==> config.mk <==
export PLATFORM = sky130hd
export DESIGN_NAME = cmp_timer8
export DESIGN_NICKNAME = d
export VERILOG_FILES = /design/src/rtl/cmp_timer_pkg.sv /design/src/rtl/cmp_timer_prescale.sv /design/src/rtl/cmp_timer_count.sv /design/src/rtl/cmp_timer_wave.sv /design/src/rtl/cmp_timer8.sv
export SDC_FILE = /design/constraint.sdc
export NUM_CORES = 1
export LEC_CHECK = 0
export ABC_AREA = 1
export BUFFER_PORTS_ARGS = -buffer_cell sky130_fd_sc_hd__buf_2
export CORE_MARGIN = 2
export CORE_UTILIZATION = 35
export DETAILED_ROUTE_END_ITERATION = 8
export RECOVER_POWER = 50
export SETUP_SLACK_MARGIN = 0.5
export SYNTH_ARGS = -nofsm -noshare
export SYNTH_HDL_FRONTEND = slang
export SYNTH_SLANG_ARGS = --single-unit
==> constraint.sdc <==
create_clock -name clk -period 3.5 [get_ports clk]
set_input_delay 0 -clock clk [delete_from_list [all_inputs] [get_ports clk]]
set_output_delay 0 -clock clk [all_outputs]
set_load 0.01 [all_outputs]
==> src/rtl/cmp_timer_pkg.sv <==
package cmp_timer_pkg;

    localparam int DIV_W = 10;
    localparam int SEL_W = 3;

    typedef enum logic [1:0] {
        ACT_NONE   = 2'd0,
        ACT_TOGGLE = 2'd1,
        ACT_CLEAR  = 2'd2,
        ACT_SET    = 2'd3
    } wave_act_e;

    localparam logic [2:0] REG_CTRL  = 3'd0;
    localparam logic [2:0] REG_COUNT = 3'd1;
    localparam logic [2:0] REG_CMPA  = 3'd2;
    localparam logic [2:0] REG_CMPB  = 3'd3;
    localparam logic [2:0] REG_FLAGS = 3'd4;

    function automatic logic sel_active(input logic [SEL_W-1:0] s);
        return (s >= 3'd1) && (s <= 3'd5);
    endfunction

    // low-bit mask whose all-ones pattern marks an advance
    function automatic logic [DIV_W-1:0] sel_mask(input logic [SEL_W-1:0] s);
        logic [DIV_W-1:0] m;
        unique case (s)
            3'd2:    m = DIV_W'(10'h007);
            3'd3:    m = DIV_W'(10'h03f);
            3'd4:    m = DIV_W'(10'h0ff);
            3'd5:    m = DIV_W'(10'h3ff);
            default: m = '0;
        endcase
        return m;
    endfunction

endpackage

==> src/rtl/cmp_timer_prescale.sv <==
module cmp_timer_prescale
    import cmp_timer_pkg::*;
(
    input  logic             clk,
    input  logic             rst_n,
    input  logic             sel_wr,
    input  logic [SEL_W-1:0] sel_new,
    output logic [SEL_W-1:0] sel_q,
    output logic             tick
);

    typedef enum logic [1:0] {
        PS_IDLE = 2'd0,
        PS_RUN  = 2'd1
    } ps_state_e;

    ps_state_e        state, state_nxt;
    logic [DIV_W-1:0] div_q;
    logic [DIV_W-1:0] low_mask;
    logic             reselect;

    assign reselect = sel_wr && (sel_new != sel_q);
    assign low_mask = sel_mask(sel_q);

    always_comb begin
        state_nxt = state;
        unique case (state)
            PS_IDLE: if (reselect && sel_active(sel_new))  state_nxt = PS_RUN;   // START
            PS_RUN:  if (reselect && !sel_active(sel_new)) state_nxt = PS_IDLE;  // STOP / RESELECT stays
            default: state_nxt = PS_IDLE;
        endcase
    end

    always_ff @(posedge clk or negedge rst_n) begin
        if (!rst_n) begin
            state <= PS_IDLE;
            sel_q <= '0;
            div_q <= '0;
        end else begin
            state <= state_nxt;
            if (reselect) begin
                sel_q <= sel_new;
                div_q <= '0;
            end else begin
                div_q <= div_q + 1'b1;
            end
        end
    end

    always_comb begin
        tick = 1'b0;
        unique case (state)
            PS_RUN:  tick = ((div_q & low_mask) == low_mask);
            default: tick = 1'b0;
        endcase
    end

    a_r2_no_tick_stopped: assert property (@(posedge clk) disable iff (!rst_n)
        !sel_active(sel_q) |-> !tick);
    a_r3_div1_every_clock: assert property (@(posedge clk) disable iff (!rst_n)
        (sel_q == 3'd1) |-> tick);
    a_r3_restart_clears: assert property (@(posedge clk) disable iff (!rst_n)
        reselect |=> (div_q == '0));

endmodule

==> src/rtl/cmp_timer_count.sv <==
module cmp_timer_count #(
    parameter int CNT_W  = 8,
    parameter int NUM_CH = 2
) (
    input  logic                         clk,
    input  logic                         rst_n,
    input  logic                         tick,
    input  logic                         clr_on_a,
    input  logic                         cnt_we,
    input  logic [CNT_W-1:0]             cnt_wdata,
    input  logic [NUM_CH-1:0][CNT_W-1:0] cmp,
    output logic [CNT_W-1:0]             cnt,
    output logic [NUM_CH-1:0]            hit
);

    localparam logic [CNT_W-1:0] CNT_TOP = '1;

    logic [CNT_W-1:0] cnt_nxt;

    always_comb begin
        cnt_nxt = cnt;
        if (cnt_we)
            cnt_nxt = cnt_wdata;
        else if (tick)
            cnt_nxt = (clr_on_a && (cnt == cmp[0])) ? '0 : cnt + 1'b1;
    end

    always_ff @(posedge clk or negedge rst_n) begin
        if (!rst_n) cnt <= '0;
        else        cnt <= cnt_nxt;
    end

    for (genvar ch = 0; ch < NUM_CH; ch++) begin : g_hit
        assign hit[ch] = tick && (cnt == cmp[ch]);
    end

    a_r2_hold_without_tick: assert property (@(posedge clk) disable iff (!rst_n)
        (!tick && !cnt_we) |=> $stable(cnt));
    a_r4_wrap: assert property (@(posedge clk) disable iff (!rst_n)
        (tick && !cnt_we && !clr_on_a && cnt == CNT_TOP) |=> (cnt == '0));
    a_r5_clear_on_a: assert property (@(posedge clk) disable iff (!rst_n)
        (tick && !cnt_we && clr_on_a && cnt == cmp[0]) |=> (cnt == '0));
    a_r10_write_wins: assert property (@(posedge clk) disable iff (!rst_n)
        cnt_we |=> (cnt == $past(cnt_wdata)));

endmodule

==> src/rtl/cmp_timer_wave.sv <==
module cmp_timer_wave
    import cmp_timer_pkg::*;
(
    input  logic      clk,
    input  logic      rst_n,
    input  logic      hit,
    input  wave_act_e act,
    input  logic      flag_clr,
    output logic      wave,
    output logic      oe,
    output logic      flag
);

    logic wave_nxt;

    always_comb begin
        wave_nxt = wave;
        if (hit) begin
            unique case (act)
                ACT_TOGGLE: wave_nxt = ~wave;
                ACT_CLEAR:  wave_nxt = 1'b0;
                ACT_SET:    wave_nxt = 1'b1;
                default:    wave_nxt = wave;
            endcase
        end
    end

    always_ff @(posedge clk or negedge rst_n) begin
        if (!rst_n) begin
            wave <= 1'b0;
            flag <= 1'b0;
        end else begin
            wave <= wave_nxt;
            if (hit)           flag <= 1'b1;
            else if (flag_clr) flag <= 1'b0;
        end
    end

    assign oe = (act != ACT_NONE);

    a_r6_toggle: assert property (@(posedge clk) disable iff (!rst_n)
        (hit && act == ACT_TOGGLE) |=> (wave != $past(wave)));
    a_r7_set: assert property (@(posedge clk) disable iff (!rst_n)
        (hit && act == ACT_SET) |=> wave);
    a_r7_clear: assert property (@(posedge clk) disable iff (!rst_n)
        (hit && act == ACT_CLEAR) |=> !wave);
    a_r8_hold_no_match: assert property (@(posedge clk) disable iff (!rst_n)
        !hit |=> $stable(wave));
    a_r9_set_wins: assert property (@(posedge clk) disable iff (!rst_n)
        hit |=> flag);

endmodule

==> src/rtl/cmp_timer8.sv <==
module cmp_timer8
    import cmp_timer_pkg::*;
#(
    parameter int CNT_W  = 8,
    parameter int NUM_CH = 2
) (
    input  logic              clk,
    input  logic              rst_n,
    input  logic              wr_en,
    input  logic [2:0]        wr_addr,
    input  logic [CNT_W-1:0]  wr_data,
    input  logic [2:0]        rd_addr,
    output logic [CNT_W-1:0]  rd_data,
    output logic [NUM_CH-1:0] wave_out,
    output logic [NUM_CH-1:0] wave_oe,
    output logic [NUM_CH-1:0] match_flag
);

    localparam int ACT_LSB = 4;

    logic                         mode_q;
    wave_act_e                    act_q [NUM_CH];
    logic [NUM_CH-1:0][CNT_W-1:0] cmp_q;
    logic [SEL_W-1:0]             sel_q;
    logic [CNT_W-1:0]             cnt;
    logic [NUM_CH-1:0]            hit;
    logic                         tick;
    logic                         wr_ctrl, wr_cnt, wr_flags;

    assign wr_ctrl  = wr_en && (wr_addr == REG_CTRL);
    assign wr_cnt   = wr_en && (wr_addr == REG_COUNT);
    assign wr_flags = wr_en && (wr_addr == REG_FLAGS);

    always_ff @(posedge clk or negedge rst_n) begin
        if (!rst_n) begin
            mode_q <= 1'b0;
            cmp_q  <= '0;
        end else begin
            if (wr_ctrl) mode_q <= wr_data[3];
            if (wr_en && wr_addr == REG_CMPA) cmp_q[0] <= wr_data;
            if (wr_en && wr_addr == REG_CMPB) cmp_q[1] <= wr_data;
        end
    end

    for (genvar ch = 0; ch < NUM_CH; ch++) begin : g_ch
        always_ff @(posedge clk or negedge rst_n) begin
            if (!rst_n)       act_q[ch] <= ACT_NONE;
            else if (wr_ctrl) act_q[ch] <= wave_act_e'(wr_data[ACT_LSB+2*ch +: 2]);
        end

        cmp_timer_wave u_wave (
            .clk      (clk),
            .rst_n    (rst_n),
            .hit      (hit[ch]),
            .act      (act_q[ch]),
            .flag_clr (wr_flags && wr_data[ch]),
            .wave     (wave_out[ch]),
            .oe       (wave_oe[ch]),
            .flag     (match_flag[ch])
        );
    end

    cmp_timer_prescale u_pre (
        .clk     (clk),
        .rst_n   (rst_n),
        .sel_wr  (wr_ctrl),
        .sel_new (wr_data[SEL_W-1:0]),
        .sel_q   (sel_q),
        .tick    (tick)
    );

    cmp_timer_count #(.CNT_W(CNT_W), .NUM_CH(NUM_CH)) u_cnt (
        .clk       (clk),
        .rst_n     (rst_n),
        .tick      (tick),
        .clr_on_a  (mode_q),
        .cnt_we    (wr_cnt),
        .cnt_wdata (wr_data),
        .cmp       (cmp_q),
        .cnt       (cnt),
        .hit       (hit)
    );

    always_comb begin
        rd_data = '0;
        unique case (rd_addr)
            REG_CTRL:  rd_data = CNT_W'({act_q[1], act_q[0], mode_q, sel_q});
            REG_COUNT: rd_data = cnt;
            REG_CMPA:  rd_data = cmp_q[0];
            REG_CMPB:  rd_data = cmp_q[1];
            REG_FLAGS: rd_data = CNT_W'(match_flag);
            default:   rd_data = '0;
        endcase
    end

    a_r5_b_never_clears: assert property (@(posedge clk) disable iff (!rst_n)
        (hit[1] && !hit[0] && !wr_cnt) |=> (cnt != '0 || $past(cnt) == '1));
    a_r8_oe_follows_action: assert property (@(posedge clk) disable iff (!rst_n)
        (act_q[0] == ACT_NONE) |-> !wave_oe[0]);

endmodule

==> impl_metrics.py, run 1 <==
metrics = {
    "synthesis": {
        "postSynthCellCount": 431,
        "synthesis.area_um2": 3012,
        "avgSynthCellArea_um2": 6.988,
        "ys_top_cells_by_area": "dfrtp_1 (39%), nand2_1 (20%), inv_1 (7.5%)",
        "seq_area_frac_synth": 0.3905,
        "ys_warn_count": 0,
        "netlist.area_leader.share": 0.3905,
        "synth.largest_area_cell": "dfrtp_1",
        "syn_nets": 451,
        "synth-seq-cells": 47,
        "synth_cell_type_count": 29,
    },
    "timing": {
        "fin_tns_setup_ns": 0,
        "skew_ns": 0.01345,
        "relSlewSlack": 0.2861,
        "worst_slew_pin_slew_ns": 1.071,
        "max_freq_mhz": 611.0,
        "rsz0062_at_grt": "false",
        "setup_ws_ns": 1.863,
        "final.period_utilization": 0.4676,
        "final_max_slew_viol_count": 0,
        "setup_violations": 0,
        "fin_crit_ns": 1.637,
        "whs_ns": 0.003118,
        "hold_violations": 0,
    },
    "routing": {
        "drc": 0,
        "avgRoutedWirePerCell_um": 13.08,
        "ant_nets": 0,
        "routed_wl_um": 7388,
        "vias_per_cell": 4.735,
        "firstDrtPassIters": 4,
        "via_count": 2675,
        "drt-initial-drc-count": 139,
    },
    "pwr": {
        "peakVddDrop_mv": 0.1688,
        "total_power_mw": 2.001,
        "p_switching_uw": 871.0,
        "seq_power_share": 0.452,
        "p_leak_nw": 1.755,
        "p_per_area_nw_per_um2": 601.7,
        "clkPwrFrac": 0.168,
        "combinationalPowerShare": 0.380,
        "intPower_mw": 1.130,
        "p_sw_frac": 0.4352,
    },
    "final_layout": {
        "area_growth_pct": 10.43,
        "most-common-layout-cells": "nand2_1 (157), inv_1 (61), dfrtp_1 (47)",
        "insertedDiodeCount": 0,
        "seq_area_um2": 1176,
        "final_nets": 479,
        "final_common_cell": "nand2_1",
        "utilization": 0.4007,
        "final_layout_size_suffix_gt1_frac": 0.1283,
        "multi_input_area_um2": 1495,
        "fin_area_um2": 3326,
        "n_fill_cell": 881,
        "stdcell_count": 565,
    },
    "critical_path": {
        "crit_path_start": "u_pre.sel_q[1]$_DFFE_PN0P_",
        "crit_family": "simple AND/OR/NAND/NOR gates",
        "crit_chain": "inv_1 > ha_1 > inv_1 > nand2_1 > nand2_2 > inv_1 > nor2_2 > nand3_1 > nand2_1 > nand2_1",
        "end_kind": "flip-flop",
        "r2r_slack_ns": 1.86,
        "r2r-start": "u_pre.sel_q[1]$_DFFE_PN0P_",
        "rr_endpoint": "g_ch[1].u_wave.wave$_DFFE_PN0P_",
        "cp_data_arrival_time_ns": 1.84,
        "crit_buf_inv": 3,
        "startpoint_type": "flip-flop",
        "slowest_delay_ns": 0.43,
        "critPathKind": "flip-flop to flip-flop",
        "reg2reg_depth": 10,
        "worst_path_max_delay_cell": "dfrtp_1",
        "required_ns": 3.70,
        "crit_fanout": 6,
    },
    "clock_tree": {
        "cts_tree": "yes",
        "clk_latency_ns": 0.31,
        "cts_setup_buffers": 0,
        "cts_root_buffer": "clkbuf_8",
        "clock-sinks": 47,
        "clockBufferDepth": 2,
        "htree_levels": 2,
        "clkTransAtPathRegs_ns": 0.10,
        "numCtsBuffers": 5,
    },
    "min_path": {
        "hp-start": "wr_data[6]",
        "worstHoldPathCells": 5,
        "holdPathEnd": "u_cnt.cnt[6]$_DFFE_PN0P_",
        "hold_class": "primary input to flip-flop",
    },
    "floorplan": {
        "die_area_um2": 9363,
        "coreArea_um2": 8299,
        "die_w_um": 96.76,
        "num_io_pins": 31,
        "fp-row-count": 33,
        "initial_core_util": 0.3629,
        "die_h_um": 96.76,
    },
    "place": {
        "place_inst": 553,
        "place_congestion": 0.8099,
        "portBuffers": 30,
        "dp_hpwl_um": 5580,
        "placed_cell_area_um2": 3207,
        "place_ws_ns": 1.890,
    },
    "grt": {
        "grt_overflow": 0,
        "grt_first_pass_wirelength_um": 12600,
        "grt_max_degree": 48,
        "grt_pass1_vias": 2552,
        "antenna_found_initial": 0,
        "grt_usage": 0.1652,
    },
    "run_status": {
        "status": "finished clean",
    },
    "job": {
        "maxCapViolCount": 0,
    },
}
area by class of cell:
type | instances | share of cell area
Clock inverter | 3 | 0.006020
Inverter | 67 | 0.07562
Timing Repair Buffer | 34 | 0.05493
Multi-Input combinational cell | 304 | 0.4496
Sequential cell | 47 | 0.3536
Tap cell | 105 | 0.03950
Clock buffer | 5 | 0.02069
flip-flops by register name (all words and copies together), names as in the netlist:
| register | count |
|---|---|
| u_pre.div_q | 10 |
| g_ch.u_wave.wave | 2 |
| u_pre.state | 1 |
| u_pre.sel_q | 3 |
| act_q | 4 |
| g_ch.u_wave.flag | 2 |
| u_cnt.cnt | 8 |
| cmp_q | 16 |
| mode_q | 1 |
how the worst max path moves through the flow:
stage	endpoint	cells after the start
finish	g_ch[1].u_wave.wave$_DFFE_PN0P_	10
global route	g_ch[1].u_wave.wave$_DFFE_PN0P_	9
CTS	u_cnt.cnt[2]$_DFFE_PN0P_	10
detailed placement	g_ch[0].u_wave.wave$_DFFE_PN0P_	10
global placement	g_ch[1].u_wave.wave$_DFFE_PN0P_	9
floorplan	u_cnt.cnt[0]$_DFFE_PN0P_	10
tightest hold or removal path, stage by stage:
cell and delay, ns:
buf_2 0.10, nand2_1 0.06, nand2_1 0.06, inv_1 0.03
nand2_1 0.04
power groups by stage:
stage / clock network [mW] / registers, mW / logic [mW]
2_1_floorplan: 0 / 0.824 / 0.684
3_3_place_gp: 0 / 0.912 / 0.755
3_5_place_dp: 0 / 0.914 / 0.765
4_1_cts: 0.349 / 0.904 / 0.773
5_1_grt: 0.367 / 0.937 / 0.880
6_report: 0.337 / 0.904 / 0.760
logic make-up (layout without fill, tap and decap cells):
logic type                 Yosys count  count (layout)  synth area share
AOI/OAI and AO/OA                   40              40           0.07520
buffers and inverters               80             109            0.1122
DFF                                 47              47            0.3905
adders and majority gates            3               3           0.01246
and+or+nand+nor                    245             245            0.3631
xor gates and xnor gates            16              16           0.04653
routing by layer:
metal	up-vias	wire (um)	track usage
li1	1390	-	-
met2	67	3406	0.2698
met4	0	87	0.04225
met3	7	462	0.03540
met1	1211	3433	0.2238
met5	-	0	0
Yosys cell counts, drive strengths merged:
master / n
nand2: 160
inv: 67
dfrtp: 47
nor2: 35
nand3: 33
o21ai: 30
xor2: 13
buf: 10
nor3: 8
nand4: 5
o2111ai: 5
a21oi: 3
clkbuf: 3
ha: 3
xnor2: 3
nor4: 2
or2: 2
a22oi: 1
a31oi: 1
what timing repair did:
item | in CTS | in global routing
gates resized for setup | 0 | 0
endpoints found under the hold margin | 50 | 0
setup endpoints to repair | 0 | 0
hold buffers | 4 | 0
Note: power is estimated with default switching activity, not from simulation.
==> run 2, diff against run 1 <==
clock period = 1.47 ns   (was 3.5 ns; I/O delays follow)
==> impl_metrics.py, run 2 (synthesized netlist as in run 1, its figures left out) <==
metrics = {
    "timing": {
        "whs_ns": 0.004429,
        "setup_violations": 11,
        "fin_crit_ns": 1.534,
        "final_max_slew_viol_count": 0,
        "relSlewSlack": 0.5765,
        "setup_ws_ns": -0.06439,
        "worst_slew_pin_slew_ns": 0.6352,
        "skew_ns": 0.01228,
        "hold_violations": 0,
        "fin_tns_setup_ns": -0.4751,
        "rsz0062_at_grt": "true",
        "max_freq_mhz": 651.7,
        "final.period_utilization": 1.044,
    },
    "pwr": {
        "p_per_area_nw_per_um2": 1435,
        "seq_power_share": 0.409,
        "p_leak_nw": 1.952,
        "p_sw_frac": 0.4251,
        "peakVddDrop_mv": 0.5184,
        "intPower_mw": 3.060,
        "p_switching_mw": 2.263,
        "clkPwrFrac": 0.146,
        "combinationalPowerShare": 0.445,
        "total_power_mw": 5.323,
    },
    "final_layout": {
        "seq_area_um2": 1186,
        "area_growth_pct": 23.18,
        "n_fill_cell": 889,
        "largest_register": "cmp_q",
        "fin_area_um2": 3710,
        "final_nets": 506,
        "insertedDiodeCount": 0,
        "largest_reg_flops": 16,
        "multi_input_area_um2": 1648,
        "most-common-layout-cells": "nand2_1 (144), inv_1 (59), dfrtp_1 (39)",
        "biggestRegsByFlops": "cmp_q: 16 flops, u_pre.div_q: 10 flops, u_cnt.cnt: 8 flops",
        "final_layout_size_suffix_gt1_frac": 0.2690,
        "final_common_cell": "nand2_1",
    },
    "critical_path": {
        "cp_common_cell": "nand2_1",
        "startpoint_type": "flip-flop",
        "required_ns": 1.66,
        "slowest_delay_ns": 0.42,
        "crit_fanout": 6,
        "r2r_slack_ns": -0.06,
        "crit_chain": "buf_4 > buf_6 > inv_1 > nand3_1 > nand2_1 > nand2_2 > inv_1 > nor2_4 > nand3_2 > nand2_1 > nand2_1",
        "cp_data_arrival_time_ns": 1.72,
        "critPathKind": "flip-flop to flip-flop",
        "end_kind": "flip-flop",
        "reg2reg_depth": 11,
        "worst_path_max_delay_cell": "dfrtp_1",
        "rr_endpoint": "g_ch[0].u_wave.wave$_DFFE_PN0P_",
        "r2r-start": "u_pre.sel_q[2]$_DFFE_PN0P_",
    },
    "place": {
        "portBuffers": 30,
        "place_congestion": 0.8322,
        "placed_cell_area_um2": 3324,
        "place_ws_ns": -0.07672,
        "dp_hpwl_um": 5957,
    },
    "clock_tree": {
        "htree_levels": 2,
        "numCtsBuffers": 5,
        "cts_tree": "yes",
        "clock-sinks": 47,
        "cts_root_buffer": "clkbuf_8",
        "clockBufferDepth": 2,
        "clkTransAtPathRegs_ns": 0.09,
        "clk_latency_ns": 0.31,
    },
    "min_path": {
        "worstHoldPathCells": 5,
        "hp-start": "wr_data[7]",
        "holdPathEnd": "u_cnt.cnt[7]$_DFFE_PN0P_",
        "hold_class": "primary input to flip-flop",
    },
    "floorplan": {
        "die_h_um": 96.76,
        "num_io_pins": 31,
        "coreArea_um2": 8299,
        "die_w_um": 96.76,
        "initial_core_util": 0.3629,
        "die_area_um2": 9363,
        "fp-row-count": 33,
    },
    "grt": {
        "grt_overflow": 0,
        "grt_first_pass_wirelength_um": 13310,
        "grt_usage": 0.1759,
        "grt_max_degree": 27,
        "antenna_found_initial": 0,
        "grt_pass1_vias": 2745,
    },
    "run_status": {
        "violations": "setup timing",
        "status": "finished, violations left",
    },
    "routing": {
        "via_count": 2802,
        "drc": 0,
        "drt-initial-drc-count": 183,
        "routed_wl_um": 8168,
        "avgRoutedWirePerCell_um": 13.80,
        "vias_per_cell": 4.733,
        "firstDrtPassIters": 4,
        "ant_nets": 0,
    },
    "job": {
        "maxCapViolCount": 0,
    },
}
## run 2: changes by cell type in the layout (fill, tap and decap cells not counted), sizes merged
cell         change
buf             +30
clkbuf           +1
clkinvlp         -2
dlygate4sd3      -2
## run 2: what timing repair did
| action | 4_1_cts | 5_1_grt |
|---|---|---|
| buffers inserted | 12 | 4 |
| resized for setup | 32 | 22 |
| hold buffers | 2 | 0 |
| endpoints found under the hold margin | 22 | 0 |
| setup endpoints to repair | 34 | 34 |
| pin swaps | 23 | 15 |
## run 2: stage by stage
stage                     cells  utilization
after floorplan             431            -
after global placement      566       0.4006
after detailed placement    566       0.4006
after CTS                   588       0.4377
after global routing        592       0.4470
final                       592       0.4470
## run 2: how the worst max path moves through the flow
stage / startpoint / end / slack (ns) / cells past startpoint
after detailed placement: u_cnt.cnt[5]$_DFFE_PN0P_ / g_ch[1].u_wave.wave$_DFFE_PN0P_ / -0.08 / 9
final: u_pre.sel_q[2]$_DFFE_PN0P_ / g_ch[0].u_wave.wave$_DFFE_PN0P_ / -0.06 / 11
after CTS: u_pre.sel_q[2]$_DFFE_PN0P_ / u_cnt.cnt[1]$_DFFE_PN0P_ / -0.01 / 9
after global placement: u_cnt.cnt[5]$_DFFE_PN0P_ / g_ch[1].u_wave.wave$_DFFE_PN0P_ / -0.05 / 9
after global routing: u_pre.sel_q[2]$_DFFE_PN0P_ / u_cnt.cnt[5]$_DFFE_PN0P_ / -0.18 / 9
after floorplan: u_pre.sel_q[1]$_DFFE_PN0P_ / u_cnt.cnt[0]$_DFFE_PN0P_ / 0.08 / 10
## run 2: cell type report
cell class | count | area share
tap | 105 | 0.03541
timing repair buffer | 61 | 0.1110
clock buffer | 7 | 0.02057
sequential | 47 | 0.3197
multi-input combinational | 304 | 0.4442
clock inverter | 1 | 0.001349
inverter | 67 | 0.06779
## run 2: power by group through the flow
stage / Clock (mW) / Combinational, mW / Sequential (mW)
floorplan: 0 / 1.64 / 1.97
global placement: 0 / 1.95 / 2.15
detailed placement: 0 / 1.98 / 2.17
CTS: 0.807 / 2.27 / 2.16
global route: 0.861 / 2.66 / 2.25
finish: 0.775 / 2.37 / 2.18
## run 2: layer usage
layer | vias to the layer above | GRT usage | wire length (um)
li1 | 1442 | - | -
met1 | 1301 | 0.2446 | 3973
met2 | 48 | 0.2874 | 3820
met3 | 11 | 0.02168 | 248
met4 | 0 | 0.05309 | 126
met5 | - | 0 | 0
## run 2: worst max-delay path: cells and delay by family, from the launching register on
| family | cells | cell delay, ns |
|---|---|---|
| flip-flops | 1 | 0.42 |
| AND/OR/NAND/NOR | 7 | 0.64 |
| buffers and inverters | 4 | 0.37 |
